--- src/rtl/hs_pkg.sv ---
package hs_pkg;

  // Filtered wire state reported by the datapath to the control.
  typedef struct packed {
    logic level;
    logic rise;
  } lineEvt_t;

  // Strobes issued by the control toward the block edge.
  typedef struct packed {
    logic startStb;
    logic driveStb;
  } ctrlStb_t;

endpackage

--- src/rtl/hs_datapath.sv ---
module hs_datapath
  import hs_pkg::*;
#(
  parameter int SYNC_STAGES = 2,
  parameter int FILT_LEN    = 4
) (
  input  logic     clk,
  input  logic     rst,
  input  logic     pinIn,
  output lineEvt_t evt
);

  localparam int CNT_W = (FILT_LEN > 1) ? $clog2(FILT_LEN) : 1;

  logic [SYNC_STAGES-1:0] syncQ;
  logic syncLvl;
  logic filtLvl;
  logic prevLvl;

  // Synchronizer chain for the asynchronous wire.
  always_ff @(posedge clk) begin
    if (rst) syncQ <= '0;
    else     syncQ <= {syncQ[SYNC_STAGES-2:0], pinIn};
  end
  assign syncLvl = syncQ[SYNC_STAGES-1];

  generate
    if (FILT_LEN == 0) begin : g_bypass
      assign filtLvl = syncLvl;
    end else begin : g_filter
      logic [CNT_W-1:0] runCnt;
      logic stableLvl;

      always_ff @(posedge clk) begin
        if (rst) begin
          runCnt    <= '0;
          stableLvl <= 1'b0;
        end else if (syncLvl != stableLvl) begin
          if (runCnt == CNT_W'(FILT_LEN - 1)) begin
            stableLvl <= syncLvl;
            runCnt    <= '0;
          end else begin
            runCnt <= runCnt + 1'b1;
          end
        end else begin
          runCnt <= '0;
        end
      end
      assign filtLvl = stableLvl;


      filt_follows_sync_chk: assert property (@(posedge clk) disable iff (rst)
        (!$past(rst) && stableLvl != $past(stableLvl)) |-> stableLvl == $past(syncLvl));
    end
  endgenerate

  always_ff @(posedge clk) begin
    if (rst) prevLvl <= 1'b0;
    else     prevLvl <= filtLvl;
  end

  assign evt.level = filtLvl;
  assign evt.rise  = filtLvl & ~prevLvl;


  rise_rearms_chk: assert property (@(posedge clk) disable iff (rst)
    evt.rise |=> prevLvl);

endmodule

--- src/rtl/hs_control.sv ---
module hs_control
  import hs_pkg::*;
(
  input  logic     clk,
  input  logic     rst,
  input  lineEvt_t evt,
  input  logic     busy,
  output ctrlStb_t stb
);

  logic startQ;
  logic driveQ;

  always_ff @(posedge clk) begin
    if (rst) begin
      startQ <= 1'b0;
      driveQ <= 1'b0;
    end else begin
      startQ <= evt.rise;
      driveQ <= busy;
    end
  end

  assign stb.startStb = startQ;
  assign stb.driveStb = driveQ;


  single_pulse_chk: assert property (@(posedge clk) disable iff (rst)
    stb.startStb |=> !stb.startStb);


  drive_follows_busy_chk: assert property (@(posedge clk) disable iff (rst)
    !$past(rst) |-> stb.driveStb == $past(busy));

endmodule

--- src/rtl/wire_handshake.sv ---
module wire_handshake
  import hs_pkg::*;
#(
  parameter int SYNC_STAGES = 2,
  parameter int FILT_LEN    = 4
) (
  input  logic clk,
  input  logic rst,
  input  logic pinIn,
  input  logic busy,
  output logic pinOe,
  output logic startPulse
);

  lineEvt_t evt;
  ctrlStb_t stb;

  hs_datapath #(.SYNC_STAGES(SYNC_STAGES), .FILT_LEN(FILT_LEN)) u_dp (
    .clk(clk), .rst(rst), .pinIn(pinIn), .evt(evt)
  );

  hs_control u_ctl (
    .clk(clk), .rst(rst), .evt(evt), .busy(busy), .stb(stb)
  );

  assign pinOe      = stb.driveStb;
  assign startPulse = stb.startStb;


  reset_quiet_chk: assert property (@(posedge clk) disable iff (rst)
    $past(rst) |-> (!startPulse && !pinOe));

endmodule

--- config.mk ---
export PLATFORM = sky130hd
export DESIGN_NAME = wire_handshake
export DESIGN_NICKNAME = d
export VERILOG_FILES = /design/src/rtl/hs_pkg.sv /design/src/rtl/hs_datapath.sv /design/src/rtl/hs_control.sv /design/src/rtl/wire_handshake.sv
export SDC_FILE = /design/constraint.sdc
export NUM_CORES = 1
export LEC_CHECK = 0
export BUFFER_PORTS_ARGS = -buffer_cell sky130_fd_sc_hd__buf_2
export CAP_MARGIN = 10
export CORE_AREA = 8 8 45 47
export CTS_CLUSTER_SIZE = 30
export DETAILED_ROUTE_END_ITERATION = 8
export DIE_AREA = 0 0 53 55
export GPL_ROUTABILITY_DRIVEN = 0
export HOLD_SLACK_MARGIN = 0.15
export PLACE_DENSITY = 0.42
export SLEW_MARGIN = 0
export SYNTH_ARGS = -nofsm -noshare
export SYNTH_HDL_FRONTEND = slang
export SYNTH_SLANG_ARGS = --single-unit
export TNS_END_PERCENT = 10
--- constraint.sdc ---
create_clock -name clk -period 3.1 [get_ports clk]
set_clock_uncertainty 0.2 [all_clocks]
set_input_delay 0.93 -clock clk [delete_from_list [all_inputs] [get_ports clk]]
set_output_delay 0.93 -clock clk [all_outputs]
set_load 0.05 [all_outputs]
==> After elaboration in Yosys (flattened, before gate mapping) <==
Index checks and enable logic that the tools add are counted.
{ "classes": {"addsub": 1, "eq_ne": 2, "bitwise": 3, "reduce_logical": 2} }
{ "ops": {"columns": ["op", "count"], "rows": [
  ["OR reduction 3 bit", 1],
  ["adder 2 x 1 -> 2 bit, second input constant", 1],
  ["== test 2 bit, second input constant", 1],
  ["inverter 1 bit", 2],
  ["AND reduction 2 bit", 1],
  ["AND 1 bit", 1],
  ["!= test 1 bit", 1]
]} }
{ "totals": {"register_bits": 8, "in_bits": 4, "out_inout_bits": 2, "word_cells": 14} }

==> Longest topological paths before layout <==
{ "logic_depth": {"depth_word": 3, "ltp_mapped": 3, "depth_no_buf": 3} }

==> Hierarchy <==
From an unflattened synthesis, not the netlist that was laid out.
{ "hier_totals": {"hier_cells": 23, "hier_area_um2": 276.5} }
{ "by_module_without_submodules": {"columns": ["module", "instances", "cells_per_inst", "area_each_um2", "seq_area_each_um2"], "rows": [
  ["hs_datapath", 1, 17, 209.0, 120.1],
  ["hs_control", 1, 6, 67.6, 40.0]
]} }

==> Worst setup path after synthesis <==
Ideal clock, no wire load.
{ "synth_path": {"kind": "register to output", "start": "register u_ctl.driveQ", "end": "output pinOe", "arrival_ps": 587, "t_required_ps": 1970, "setup_slack_ps": 1383, "path_stages_with_launch": 1, "path_buffers": 0, "path_cell_list": "dfxtp_1"} }
{ "synth_lines": {"columns": ["item", "line_no", "source"], "rows": [
  ["from (decl)", "hs_control.sv:12", "logic driveQ;"],
  ["from (signal assigned)", "hs_control.sv:20", "driveQ <= busy;"],
  ["to (decl)", "wire_handshake.sv:11", "output logic pinOe,"]
]} }
No word-level cell between the ends.

==> Worst setup path in the final report <==
{ "layout_path": {"start": "register u_ctl.driveQ", "end": "output pinOe"} }
No word-level cell between the ends.

==> impl_metrics.env <==
export IMPL_yosysWarnings=0
export IMPL_worstReg2RegStart="u_dp.g_filter.runCnt[0]$_SDFF_PP0_"
export IMPL_finalCritPeriodShare_pct=62.4
export IMPL_hp_class="flop to flop"
export IMPL_syn_area_um2=250
export IMPL_root_buffer="clkbuf_4"
export IMPL_cp_depth=1
export IMPL_maxClockFrequency_mhz=517
export IMPL_cts_sinks=8
export IMPL_worstSetupStartpoint="u_ctl.driveQ$_SDFF_PP0_"
export IMPL_fp_dieH_um=55
export IMPL_vdd_drop_max_uv=220
export IMPL_cp_endpoint="pinOe"
export IMPL_dp_hpwl_um=298
export IMPL_area_delta_synth_final_pct=27.0
export IMPL_via_count=162
export IMPL_synth_nets=24
export IMPL_max_slew_margin_pct=83.9
export IMPL_r2r_cells=3
export IMPL_cts_max_level=1
export IMPL_cts_tree="yes"
export IMPL_ys_types=9
export IMPL_rsz0062_at_grt="false"
export IMPL_yosysSeqAreaShare_pct=64.0
export IMPL_cts_buffers=3
export IMPL_drc=0
export IMPL_ctsHoldBuffers=0
export IMPL_setup_viol=0
export IMPL_core_um2=1380
export IMPL_grt_max_degree=8
export IMPL_syn_inst=19
export IMPL_drtIter0Drc=4
export IMPL_grtUsageTotal_pct=3.34
export IMPL_drt_wirelength_per_cell_um=8.98
export IMPL_cpLargestDelayFamily="flip-flops"
export IMPL_die_w_um=53
export IMPL_crit_slowest_cell="dfxtp_1"
export IMPL_insertion_delay_ns=0.25
export IMPL_crit_arrival_ns=0.80
export IMPL_antenna_found_initial=0
export IMPL_drive_above_1_share_pct=37.0
export IMPL_cp_cell_sequence="buf_2"
export IMPL_max_cap_viol_count=0
export IMPL_cp_buffers_inverters=1
export IMPL_place_area_um2=295
export IMPL_finalHoldViolations=0
export IMPL_dr_pass1_iters=2
export IMPL_slew_viol_final=0
export IMPL_n_fill_cell=152
export IMPL_cts_setup_buffers=0
export IMPL_grt_pass1_vias=152
export IMPL_overflow=0
export IMPL_seqCellArea_um2=160
export IMPL_vias_per_cell=3.77
export IMPL_status="completed"
export IMPL_drtAntennaViolNets=0
export IMPL_slowest_delay_ns=0.30
export IMPL_rrSetupSlack_ns=1.98
export IMPL_multi_input_area_um2=90.1
export IMPL_yosys_register_bits=8
export IMPL_crit_type="flop to output port"
export IMPL_endpoint_kind="output port"
export IMPL_tightestPinTransition_ns=0.239
export IMPL_fin_cells=43
export IMPL_start_kind="flop"
export IMPL_worstReg2RegEnd="u_dp.filtLvl$_SDFFE_PP0P_"
export IMPL_diodes=0
export IMPL_fp_row_count=14
export IMPL_dieArea_um2=2920
export IMPL_final_area_um2=318
export IMPL_p_leak_nw=0.131
export IMPL_p_per_area_nw_per_um2=607
export IMPL_grt_pass1_wl_um=579
export IMPL_clk_path_buf_depth=2
export IMPL_utilization_pct=23.0
export IMPL_clkTransAtPathRegs_ns=0.05
export IMPL_finalSetupTns_ns=0
export IMPL_path_max_fanout=1
export IMPL_placed_cells=40
export IMPL_cts_repair_resized=0
export IMPL_ioPinCount=6
export IMPL_layout_min_cycle_time_ns=1.93
export IMPL_syn_avg_cell_area_um2=13.2
export IMPL_routed_wl_um=386
export IMPL_nNetsFinal=34
export IMPL_initial_core_util_pct=18.1
export IMPL_port_buffers=5
export IMPL_cp_required_ns=1.97
[area by class of cell]
cell class	count	area share (%)
tap	16	6.30
sequential	8	50.4
clock buffer	3	7.09
timing repair buffer	5	7.87
multi-input combinational	11	28.3
[through the flow]
| stage | hold slack [ns] | total power [W] | setup WS [ns] |
|---|---|---|---|
| after floorplan | 0.167 | 0.000113 | 1.38 |
| after global placement | 0.173 | 0.000117 | 1.43 |
| after detailed placement | 0.172 | 0.000117 | 1.44 |
| after CTS | 0.181 | 0.000198 | 1.14 |
| after global routing | 0.210 | 0.000203 | 1.13 |
| final | 0.180 | 0.000193 | 1.17 |
[sequential cells by signal, indices dropped and copies added (netlist names)]
name and flops:
u_ctl.driveQ 1, u_ctl.startQ 1, u_dp.filtLvl 1, u_dp.g_filter.runCnt 2
u_dp.prevLvl 1, u_dp.syncQ 2
[how the worst min path moves through the flow]
| stage | start | end | slack (ns) | cells after the start |
|---|---|---|---|---|
| final | u_dp.prevLvl$_SDFF_PP0_ | u_ctl.startQ$_SDFF_PP0_ | 0.18 | 1 |
| after global routing | u_dp.prevLvl$_SDFF_PP0_ | u_ctl.startQ$_SDFF_PP0_ | 0.21 | 1 |
| after CTS | u_dp.prevLvl$_SDFF_PP0_ | u_ctl.startQ$_SDFF_PP0_ | 0.18 | 1 |
| after detailed placement | u_dp.prevLvl$_SDFF_PP0_ | u_ctl.startQ$_SDFF_PP0_ | 0.17 | 1 |
| after global placement | u_dp.prevLvl$_SDFF_PP0_ | u_ctl.startQ$_SDFF_PP0_ | 0.17 | 1 |
| after floorplan | u_dp.prevLvl$_SDFF_PP0_ | u_ctl.startQ$_SDFF_PP0_ | 0.17 | 1 |
[cell families after synthesis]
logic type	Yosys count	synth area share, %
xor+xnor	1	3.50
fa+ha+maj	1	5.00
flops	8	64.0
mux	1	4.00
simple gates	8	23.5
[cell usage in the layout, fill, tap and decap left out, drive strengths merged]
cell	Yosys	final
nor4	1	1
dfxtp	8	8
nor2b	5	5
xnor2	1	1
mux2i	1	1
nor2	1	1
clkbuf	0	3
buf	0	5
ha	1	1
nor4b	1	1
[where the power goes]
group	total [W]	switching (W)	leakage [nW]	internal, W
combinational	0.00000870	0.00000526	0.0518	0.00000345
clock	0.0000782	0.0000340	0.0138	0.0000442
sequential	0.000106	0.000000785	0.0652	0.000105
[synth_stat cells]
library cell,n,area (µm²)
nor2b_1,4,25.0
mux2i_1,1,10.0
nor2_1,1,3.75
xnor2_1,1,8.76
nor4b_2,1,15.0
nor4_1,1,6.26
nor2b_2,1,8.76
ha_1,1,12.5
dfxtp_1,8,160
[per-layer routing]
layer	track usage [%]	vias up	routed length, µm
li1	-	79	-
met1	3.21	77	185
met2	2.73	6	158
met3	3.74	0	42
met4	5.17	0	0
met5	0	-	0
(Power assumes the default switching activity.)
